$ cat config.mk
export PLATFORM = sky130hd
export DESIGN_NAME = median3x3_pipe
export DESIGN_NICKNAME = d
export VERILOG_FILES = /design/src/rtl/med_pkg.sv /design/src/rtl/cmp_borrow.sv /design/src/rtl/cmp_swap.sv /design/src/rtl/cmp_pick.sv /design/src/rtl/col_sort3.sv /design/src/rtl/med3_pick.sv /design/src/rtl/median3x3_pipe.sv
export SDC_FILE = /design/constraint.sdc
export NUM_CORES = 1
export LEC_CHECK = 0
export BUFFER_PORTS_ARGS = -buffer_cell sky130_fd_sc_hd__buf_2
export CAP_MARGIN = 20
export CORE_MARGIN = 3
export CORE_UTILIZATION = 35
export DETAILED_ROUTE_END_ITERATION = 8
export PLACE_DENSITY = 0.62
export SETUP_SLACK_MARGIN = 0.05
export SLEW_MARGIN = 10
export SYNTH_ARGS = -nofsm -noshare
export SYNTH_HDL_FRONTEND = slang
export SYNTH_SLANG_ARGS = --single-unit
$ cat constraint.sdc
create_clock -name clk -period 14.3 [get_ports clk]
set_input_delay 1.43 -clock clk [delete_from_list [all_inputs] [get_ports clk]]
set_output_delay 1.43 -clock clk [all_outputs]
set_load 0.05 [all_outputs]
$ cat src/rtl/med_pkg.sv
// Package: shared constants and node variants for the median filter.
// Assumes a square window of WIN columns by WIN rows; the merge network
// in the top module is written for WIN = 3.
package med_pkg;
    localparam int WIN = 3;

    // Which single result a pruned compare node keeps.
    typedef enum logic {
        PICK_MIN = 1'b0,
        PICK_MAX = 1'b1
    } pick_e;
endpackage

$ cat src/rtl/cmp_borrow.sv
// Module: cmp_borrow
// Subtracts y from x on W+1 bits and returns the borrow, which is high
// exactly when x < y (unsigned). This is the decision of every node.
module cmp_borrow #(
    parameter int W = 8
) (
    input  logic [W-1:0] x,
    input  logic [W-1:0] y,
    output logic         borrow
);
    function automatic logic borrow_of(input logic [W-1:0] a, input logic [W-1:0] b);
        logic [W:0] d;
        d = {1'b0, a} - {1'b0, b};
        return d[W];
    endfunction

    // Borrow of x - y drives the selects of the owning node.
    assign borrow = borrow_of(x, y);
endmodule

$ cat src/rtl/cmp_swap.sv
// Module: cmp_swap
// Two-output compare-exchange node: smaller value on lo, larger on hi.
// Assumes unsigned operands; on a tie, a leaves on lo and b on hi.
module cmp_swap #(
    parameter int W = 8
) (
    input  logic [W-1:0] a,
    input  logic [W-1:0] b,
    output logic [W-1:0] lo,
    output logic [W-1:0] hi
);
    logic b_below_a;

    cmp_borrow #(.W(W)) u_dec (
        .x      (b),
        .y      (a),
        .borrow (b_below_a)
    );

    // Route both operands by the single borrow decision.
    always_comb begin
        lo = b_below_a ? b : a;
        hi = b_below_a ? a : b;
    end
endmodule

$ cat src/rtl/cmp_pick.sv
// Module: cmp_pick
// Pruned compare node that keeps one output, chosen by KIND.
// Tie behaviour matches cmp_swap (a is taken as the smaller).
module cmp_pick #(
    parameter int             W    = 8,
    parameter med_pkg::pick_e KIND = med_pkg::PICK_MIN
) (
    input  logic [W-1:0] a,
    input  logic [W-1:0] b,
    output logic [W-1:0] y
);
    logic b_below_a;

    cmp_borrow #(.W(W)) u_dec (
        .x      (b),
        .y      (a),
        .borrow (b_below_a)
    );

    generate
        if (KIND == med_pkg::PICK_MIN) begin : g_min
            // Keep the smaller operand only.
            assign y = b_below_a ? b : a;
        end else begin : g_max
            // Keep the larger operand only.
            assign y = b_below_a ? a : b;
        end
    endgenerate
endmodule

$ cat src/rtl/col_sort3.sv
// Module: col_sort3
// Full sort of three values with three compare-exchange nodes.
// Pure combinational; outputs are ordered lo <= mid <= hi.
module col_sort3 #(
    parameter int W = 8
) (
    input  logic [W-1:0] a,
    input  logic [W-1:0] b,
    input  logic [W-1:0] c,
    output logic [W-1:0] lo,
    output logic [W-1:0] mid,
    output logic [W-1:0] hi
);
    logic [W-1:0] l_ab, h_ab, l_c;

    cmp_swap #(.W(W)) u_n0 (.a(a),    .b(b),   .lo(l_ab), .hi(h_ab));
    cmp_swap #(.W(W)) u_n1 (.a(h_ab), .b(c),   .lo(l_c),  .hi(hi));
    cmp_swap #(.W(W)) u_n2 (.a(l_ab), .b(l_c), .lo(lo),   .hi(mid));
endmodule

$ cat src/rtl/med3_pick.sv
// Module: med3_pick
// Median of three values from one full node and two pruned nodes:
// y = max(min(a,b), min(max(a,b), c)). Combinational.
module med3_pick #(
    parameter int W = 8
) (
    input  logic [W-1:0] a,
    input  logic [W-1:0] b,
    input  logic [W-1:0] c,
    output logic [W-1:0] y
);
    logic [W-1:0] l_ab, h_ab, cap;

    cmp_swap #(.W(W)) u_s (.a(a), .b(b), .lo(l_ab), .hi(h_ab));
    cmp_pick #(.W(W), .KIND(med_pkg::PICK_MIN)) u_cap (.a(h_ab), .b(c),   .y(cap));
    cmp_pick #(.W(W), .KIND(med_pkg::PICK_MAX)) u_out (.a(l_ab), .b(cap), .y(y));
endmodule

$ cat src/rtl/median3x3_pipe.sv
// Module: median3x3_pipe (top)
// Median of a 3x3 window built from the last three valid pixel columns.
// Pipeline: [capture sorted column] -> [merge to three candidates] ->
// [median of candidates]. Result due three cycles after its column.
// Assumes complete columns arrive from an external line buffer.
module median3x3_pipe #(
    parameter int PIX_W = 8
) (
    input  logic             clk,
    input  logic             rst_n,
    input  logic             col_valid,
    input  logic [PIX_W-1:0] px_top,
    input  logic [PIX_W-1:0] px_mid,
    input  logic [PIX_W-1:0] px_bot,
    output logic             median_valid,
    output logic [PIX_W-1:0] median
);
    localparam int WIN    = med_pkg::WIN;
    localparam int FILL_W = $clog2(WIN);
    localparam logic [FILL_W-1:0] FILL_MAX = FILL_W'(WIN - 1);

    typedef struct packed {
        logic [PIX_W-1:0] lo;
        logic [PIX_W-1:0] mid;
        logic [PIX_W-1:0] hi;
    } col_t;

    // ---------------- stage 0: sort the incoming column once ----------
    col_t              new_col;
    col_t              hist_q [WIN];
    logic [FILL_W-1:0] fill_q;
    logic              v0_q;
    logic              completes;

    col_sort3 #(.W(PIX_W)) u_entry (
        .a   (px_top),
        .b   (px_mid),
        .c   (px_bot),
        .lo  (new_col.lo),
        .mid (new_col.mid),
        .hi  (new_col.hi)
    );

    assign completes = col_valid && (fill_q == FILL_MAX);

    // Shift the sorted column into the history on each valid column.
    always_ff @(posedge clk) begin
        if (!rst_n) begin
            for (int i = 0; i < WIN; i++) hist_q[i] <= '0;
        end else if (col_valid) begin
            hist_q[0] <= new_col;
            for (int i = 1; i < WIN; i++) hist_q[i] <= hist_q[i-1];
        end
    end

    // Count priming columns and mark the column that completes a window.
    always_ff @(posedge clk) begin
        if (!rst_n) begin
            fill_q <= '0;
            v0_q   <= 1'b0;
        end else begin
            v0_q <= completes;
            if (col_valid && fill_q != FILL_MAX) fill_q <= fill_q + 1'b1;
        end
    end

    // ---------------- stage 1: reduce three columns to three candidates
    logic [PIX_W-1:0] col_lo  [WIN];
    logic [PIX_W-1:0] col_mid [WIN];
    logic [PIX_W-1:0] col_hi  [WIN];
    logic [PIX_W-1:0] lo_chain [WIN];
    logic [PIX_W-1:0] hi_chain [WIN];
    logic [PIX_W-1:0] mid_med;

    generate
        for (genvar g = 0; g < WIN; g++) begin : g_unpack
            assign col_lo[g]  = hist_q[g].lo;
            assign col_mid[g] = hist_q[g].mid;
            assign col_hi[g]  = hist_q[g].hi;
        end

        assign lo_chain[0] = col_lo[0];
        assign hi_chain[0] = col_hi[0];
        for (genvar g = 1; g < WIN; g++) begin : g_reduce
            // Largest of the column minima.
            cmp_pick #(.W(PIX_W), .KIND(med_pkg::PICK_MAX)) u_lomax (
                .a (lo_chain[g-1]), .b (col_lo[g]), .y (lo_chain[g])
            );
            // Smallest of the column maxima.
            cmp_pick #(.W(PIX_W), .KIND(med_pkg::PICK_MIN)) u_himin (
                .a (hi_chain[g-1]), .b (col_hi[g]), .y (hi_chain[g])
            );
        end
    endgenerate

    med3_pick #(.W(PIX_W)) u_midmed (
        .a (col_mid[0]),
        .b (col_mid[1]),
        .c (col_mid[2]),
        .y (mid_med)
    );

    logic [PIX_W-1:0] cand_lo_q, cand_mid_q, cand_hi_q;
    logic             v1_q;

    // Register the three candidates for a completed window.
    always_ff @(posedge clk) begin
        if (!rst_n) begin
            cand_lo_q  <= '0;
            cand_mid_q <= '0;
            cand_hi_q  <= '0;
            v1_q       <= 1'b0;
        end else begin
            v1_q <= v0_q;
            if (v0_q) begin
                cand_lo_q  <= lo_chain[WIN-1];
                cand_mid_q <= mid_med;
                cand_hi_q  <= hi_chain[WIN-1];
            end
        end
    end

    // ---------------- stage 2: median of the candidates ---------------
    logic [PIX_W-1:0] final_med;

    med3_pick #(.W(PIX_W)) u_final (
        .a (cand_lo_q),
        .b (cand_mid_q),
        .c (cand_hi_q),
        .y (final_med)
    );

    // Deliver the result; hold it while no new window is due.
    always_ff @(posedge clk) begin
        if (!rst_n) begin
            median       <= '0;
            median_valid <= 1'b0;
        end else begin
            median_valid <= v1_q;
            if (v1_q) median <= final_med;
        end
    end
endmodule

Yosys cells after proc, flatten, opt, wreduce, memory -nomap -nowiden
Memory sizes are Yosys's and may differ from the RTL's.
Index checks and enable logic that the tools add are counted.
{"block": "word_totals", "regBits": 37, "ram_bits": 72, "word_cells": 55, "mem_count": 1}
{"block": "op_classes", "addsub": 14, "eq_ne": 2, "mux": 25, "bitwise_logic": 3, "n_reduce_logical": 2}
{"name": "hist_q", "depth": 3, "word_bits": 24, "rd": 3, "rd_clocked_by_memory_dff": 0, "write_ports": 3, "line": "median3x3_pipe.sv:30", "source": "col_t hist_q [WIN];"}
{"op": "$mux W8", "n": 18}
{"op": "$sub A8 B8 Y9", "n": 13}
{"op": "$mux W24", "n": 3}
{"op": "$mux W1", "n": 4}
{"op": "$or A1 B1 Y1", "n": 3}
{"op": "$add A2 B1 Y2 const B", "n": 1}
{"op": "$eq A2 B2 Y1 const B", "n": 1}
{"op": "$logic_and A1 B1 Y1", "n": 2}
{"op": "$ne A2 B2 Y1 const B", "n": 1}

Longest topological paths before layout
Gate-level depths: netlist of the first run.
{"block": "logic_depth", "depth_word": 7, "mapped_depth": 28, "depth_no_buf": 25}

By module
Synthesis of the first run repeated with hierarchy kept, for this count alone.
{"block": "unflattened", "hier_cells": 768, "area_unflattened_um2": 8705.8}
{"module": "median3x3_pipe", "instances": 1, "cells_each": 281, "area_per_inst_um2": 4116.4, "seq_area_each_um2": 2902.8}
{"module": "cmp_borrow", "instances": 13, "cells_each": 25, "area_per_inst_um2": 176.4, "seq_area_each_um2": 0.0}
{"module": "cmp_swap", "instances": 5, "cells_each": 18, "area_per_inst_um2": 249.0, "seq_area_each_um2": 0.0}
{"module": "cmp_pick", "instances": 8, "cells_each": 9, "area_per_inst_um2": 131.4, "seq_area_each_um2": 0.0}

Least setup slack after synthesis of the first run
Ideal clock, no wire load.
{"block": "synth_timing", "path_type": "input -> register", "from": "in px_top[1]", "to": "mem hist_q[0][22] in the netlist's numbering (data pin)", "arrival_time_ps": 6774, "path_slack_ps": 7261, "cell_stages": 26, "n_path_buf": 4, "path_cell_list": "inv_1 > ha_1 > a2111oi_2 > o21bai_1 > a41oi_2 > clkbuf_1 > mux2i_1 > ha_1 > a21o_1 > a21o_1 > a21oi_1 > nor3b_1 > a22oi_1 > and2_1 > buf_2 > buf_1 > o21a_1 > ha_1 > o2111ai_1 > nor2_1 > nor2_1 > nand2_1 > or3_1 > o311ai_4 > buf_6 > mux2i_1"}
{"item": "start, declared", "line": "median3x3_pipe.sv:12", "source": "input logic [PIX_W-1:0] px_top,"}
{"item": "end, declared", "line": "median3x3_pipe.sv:30"}

==> metrics.cfg, run 1 <==
[synthesis]
netlist_area_mm2=0.00758
syn-instance-count=788
synth_edf_count=72
synthTopCellsByCount=91 x ha_1, 84 x nor2_1, 72 x edfxtp_1
synth.distinct_cells=57
avgSynthCellArea_um2=9.62
ys_top_cells_by_area=edfxtp_1 29%, ha_1 15%, dfxtp_1 9.8%, mux2i_1 8.3%, nor2_1 4.2%
synth-seq-area-share=0.383
yosysWarnings=0
yosys_register_bits=109
yosys.area.top_type=edfxtp_1
ys.flop_type=edfxtp_1
syn-num-nets=906
yosys.cell_count.top_type=ha_1
async_flop_share=0
netlist.area_leader.share=0.285

[layout]
fin_nets=917
area_growth_pct=9.45
final_area_mm2=0.00829
n_antenna_cell=0
drive_gt1_frac=0.0822

[routing]
drtIter0Drc=300
drc=0
avgRoutedWirePerCell_um=15.0
vias=5681
postRouteAntennaNets=0
first_pass_iters=4
via_per_inst=5.27
routed_wl_um=16100

[setup_path]
worstPathArrival_ns=7.35
worstSetupEndpointType=flop
required_ns=14.37
crit_path_start_kind=input pin
path_class=input pin to flop
path_max_fanout=23

[global_route]
grt_overflow_total=0
grt_usage=0.141
grt_pass1_vias=5419
antenna_found_initial=0
grt_pass1_wl_um=27300
grt_max_degree=82

[floorplan]
start_util=0.358
io_pins=36
die_w_um=153
die_area_mm2=0.0235
core-area_mm2=0.0212
num_rows=53
die-height_um=153

[timing]
hold_viol_final=0
setup_violations=0
relSlewSlack=0.336
fmax_mhz=137
report.final.slew_viol_count=0
finalSetupTns_ns=0
skew_ns=0.0121
rsz0062_at_grt=false
fin_crit_ns=7.28
tightest_slew_ns=0.994
fin_crit_sh=0.509

[clock_tree]
post_cts_buffers=0
clkTransAtPathRegs_ns=0.07
tritoncts=built
cts_buffers=9
cts_resized=0
root_buffer=clkbuf_16
cts_hold_buf=0
clock_path_buffers=2
h-tree-depth=3
clock-sinks=109
worstSkewPairLatency_ns=0.36

[placement]
hpwlAfterDp_um=12400
io_buffers=35
gp_congestion=0.833
placed_area_mm2=0.00800

[power_and_ir_drop]
power.total_w=0.00102
peakVddDrop_mv=0.0539
cellLeakagePower_nw=3.69
power_density_mw_per_mm2=124

[hold_path]
worstHoldPathType=flop to flop

[status]
status=completed

[job]
maxCapViolCount=0

## logic make-up (layout without fill, tap and decap cells)
logic type / Yosys count / after routing / synth area share
AO/OA/AOI/OAI: 174 / 174 / 0.162
XOR/XNOR: 1 / 1 / 0.00116
adder cells (fa/ha/maj): 91 / 91 / 0.150
buffers and inverters: 95 / 110 / 0.0482
flip-flops: 109 / 109 / 0.383
multiplexers: 65 / 65 / 0.0862
AND/OR/NAND/NOR: 253 / 253 / 0.169
## metrics by stage
| step | instances | setup WS, ns | hold slack (ns) | utilization |
|---|---|---|---|---|
| finish | 1078 | 7.02 | 0.503 | 0.392 |
| floorplan | 788 | 7.26 | 0.476 | - |
| global placement | 1063 | 6.72 | 0.484 | 0.378 |
| detailed placement | 1063 | 6.63 | 0.488 | 0.378 |
| global route | 1078 | 6.41 | 0.532 | 0.392 |
| CTS | 1078 | 7.01 | 0.508 | 0.392 |
## worst max-delay path, cell delays in order
cell,delay (ns)
buf_2,0.09
inv_1,0.05
ha_1,0.29
a2111oi_2,0.29
o21bai_1,0.13
a41oi_2,0.19
buf_4,0.30
mux2i_1,0.32
ha_1,0.29
a21o_1,0.16
a21o_1,0.17
a21oi_1,0.22
nor3b_1,0.21
a22oi_1,0.27
and2_1,0.45
o21a_1,0.26
ha_1,0.29
o2111ai_1,0.24
nor2_1,0.08
nor2_1,0.14
nand2_1,0.08
or3_1,0.39
o311ai_4,0.82
mux2i_1,0.18
## cell type report
class                      count  area [µm²]
sequential                   109        2900
clock buffer                   9         225
inverter                      54         203
fill                        2078       12900
tap                          275         344
clock inverter                 6        71.3
multi-input combinational    584        4330
timing repair buffer          41         220
## cell usage in the layout (no fill, tap or decap), types with 8 or more instances in the layout
cell       count
nand2b_1      17
ha_1          91
a21oi_1       52
buf_2         35
dfxtp_1       37
inv_1         54
o211ai_1      12
a211oi_1      11
mux2i_1       63
nor2_1        84
nand3_1       30
nor2b_1        8
o21a_1        10
nor3_1        12
and3_1        32
o311ai_0      25
o21ai_0       17
a21o_1        13
nand3b_1       8
clkbuf_16      9
nand4_1       20
edfxtp_1      72
nand2_1       26
## power by group
part	internal [W]	leakage [nW]	total, W	switching [W]
Combinational	0.000150	2.45	0.000383	0.000232
Sequential	0.000365	1.09	0.000386	0.0000213
Clock	0.000137	0.145	0.000255	0.000118
Total	0.000652	3.69	0.00102	0.000372
## routing by layer
metal  up-vias  routed length (µm)  GRT usage
li1       2979                   -          -
met1      2614                8170      0.200
met2        77                7310      0.224
met3        11                 443     0.0167
met4         0                 202     0.0450
met5         -                   0          0
## flip-flops by register name, summed over array words and instances (netlist names)
register / flops
median_valid: 1
cand_lo_q: 8
v1_q: 1
cand_hi_q: 8
cand_mid_q: 8
hist_q: 72
fill_q: 2
median: 8
v0_q: 1
## path summary, 6_finish.rpt
check | start | to | slack, ns | cells after the start
setup / recovery | px_top[1] | hist_q[0][13] | 7.02 | 24
hold / removal | median[5] | median[5] | 0.50 | 2
setup reg to reg | hist_q[0][14] | cand_mid_q[7] | 8.57 | 23
hold reg to reg | median[5] | median[5] | 0.50 | 2
(Power assumes the default switching activity.)
==> run 2, diff against run 1 <==
--- a/config.mk
+++ b/config.mk
@@ -10,7 +10,7 @@
 export CORE_MARGIN = 3
 export CORE_UTILIZATION = 35
 export DETAILED_ROUTE_END_ITERATION = 8
-export PLACE_DENSITY = 0.62
+export PLACE_DENSITY = 0.64
 export SETUP_SLACK_MARGIN = 0.05
 export SLEW_MARGIN = 10
 export SYNTH_ARGS = -nofsm -noshare
==> constraint.sdc (replaced) <==
create_clock -name clk -period 6.67 [get_ports clk]
set_input_delay 0.667 -clock clk [delete_from_list [all_inputs] [get_ports clk]]
set_output_delay 0.667 -clock clk [all_outputs]
set_load 0.05 [all_outputs]
==> run 2 against run 1 <==
Power increased by 120%. Clock power up 120%. Global-route usage up 0.39 points. Final area up 0.66%. Cell count rose by 0.56%.
==> metrics.cfg, run 2 (synthesized netlist as in run 1, its figures left out) <==
[status]
status=completed

[routing]
postRouteAntennaNets=0
first_pass_iters=4
vias=5857
via_per_inst=5.40
avgRoutedWirePerCell_um=15.4
drtIter0Drc=372
routed_wl_um=16700
drc=0

[clock_tree]
h-tree-depth=3
post_cts_buffers=0
cts_buffers=9
clock-sinks=109
worstSkewPairLatency_ns=0.35
clock_path_buffers=2
cts_hold_buf=0
clkTransAtPathRegs_ns=0.07
root_buffer=clkbuf_16
tritoncts=built
cts_resized=0

[timing]
fmax_mhz=170
hold_viol_final=0
setup_violations=0
tightest_slew_ns=0.987
fin_crit_ns=5.90
finalSetupTns_ns=0
report.final.slew_viol_count=0
fin_crit_sh=0.884
rsz0062_at_grt=false
relSlewSlack=0.342
skew_ns=0.00908

[global_route]
grt_usage=0.144
grt_overflow_total=0
grt_pass1_wl_um=28000
grt_pass1_vias=5545
grt_max_degree=73
antenna_found_initial=0

[power_and_ir_drop]
swShare=0.356
power_frac_seq=0.369
internal_power_w=0.00144
p_comb_frac=0.376
cellLeakagePower_nw=3.72
clkPwrFrac=0.255
power_density_mw_per_mm2=269
power.total_w=0.00224
peakVddDrop_mv=0.142
p_sw_w=0.000799

[setup_path]
worstPathArrival_ns=6.09
r2r_slack_ns=0.91
cp-endpoint=hist_q[0][22]
required_ns=6.86
worstRegToRegCells=24
crit_path_start=px_top[1]
crit_path_start_kind=input pin
r2r-end=cand_mid_q[7]
timing.rr.start=hist_q[0][14]
path_class=input pin to flop
worstSetupEndpointType=flop
path_max_fanout=22

[layout]
largest_reg_flops=72
n_antenna_cell=0
drive_gt1_frac=0.0878
multiInputGateArea_mm2=0.00433
regArea_mm2=0.00290
area_growth_pct=10.2
fin_nets=922
final_common_cell=ha_1
top_register=hist_q
fillers=2077
final_cell_mix=91 x ha_1, 84 x nor2_1, 72 x edfxtp_1

[placement]
hpwlAfterDp_um=12800
gp_congestion=0.883
io_buffers=35

[floorplan]
start_util=0.358
core-area_mm2=0.0212
num_rows=53
io_pins=36
die_area_mm2=0.0235
die-height_um=153
die_w_um=153

[hold_path]
worstHoldPathType=flop to flop

[job]
maxCapViolCount=0

[run 2: worst max-delay path, cell delays in order]
cell       delay (ns)
buf_2            0.09
inv_1            0.05
ha_1             0.30
a2111oi_2        0.30
o21bai_1         0.13
a41oi_2          0.25
buf_4            0.31
mux2i_1          0.37
ha_1             0.31
a21o_1           0.16
a21oi_1          0.22
nor3b_1          0.21
a22oi_1          0.10
and2_1           0.36
o21a_1           0.26
ha_1             0.31
a21oi_1          0.15
nor2b_1          0.05
o21ai_0          0.20
nand2_1          0.10
or3_1            0.40
o311ai_4         0.21
buf_4            0.31
mux2i_1          0.23
[run 2: area by class of cell]
type                    instances  share of cell area
multi-input cells             584               0.518
inverters                      54              0.0243
repair buffers                 46              0.0309
well taps                     275              0.0412
flip-flops and latches        109               0.348
clock inverters                 7              0.0106
clock buffers                   9              0.0270
[run 2: how the worst min path moves through the flow]
| stage | startpoint | to | depth (start not counted) | slack [ns] |
|---|---|---|---|---|
| after floorplan | fill_q[1] | fill_q[1] | 1 | 0.48 |
| after global placement | median[4] | median[4] | 2 | 0.48 |
| after detailed placement | median[5] | median[5] | 2 | 0.49 |
| after CTS | median[5] | median[5] | 2 | 0.51 |
| after global routing | median[0] | median[0] | 2 | 0.52 |
| final | median[5] | median[5] | 2 | 0.50 |
[run 2: through the flow]
step           cell area, µm²   util  hold WS (ns)  std cells  worst slack [ns]
2_1_floorplan            7580      -         0.476        788             0.394
3_3_place_gp             8030  0.380         0.481       1068             0.545
3_5_place_dp             8030  0.380         0.491       1068             0.410
4_1_cts                  8350  0.395         0.508       1084             0.757
5_1_grt                  8350  0.395         0.522       1084             0.263
6_report                 8350  0.395         0.501       1084             0.775
[run 2: power by group through the flow]
| stage | Combinational (W) | Clock (W) | Sequential (W) |
|---|---|---|---|
| global route | 0.000964 | 0.000615 | 0.000836 |
| detailed placement | 0.000840 | 0 | 0.000846 |
| global placement | 0.000827 | 0 | 0.000844 |
| CTS | 0.000847 | 0.000588 | 0.000830 |
| floorplan | 0.000668 | 0 | 0.000822 |
| finish | 0.000844 | 0.000571 | 0.000829 |
[run 2: per-layer routing]
layer | track usage | routed length [µm] | up-vias
li1 | - | - | 2991
met1 | 0.203 | 8220 | 2731
met2 | 0.233 | 7570 | 119
met3 | 0.0173 | 584 | 16
met4 | 0.0471 | 320 | 0
met5 | 0 | 0 | -
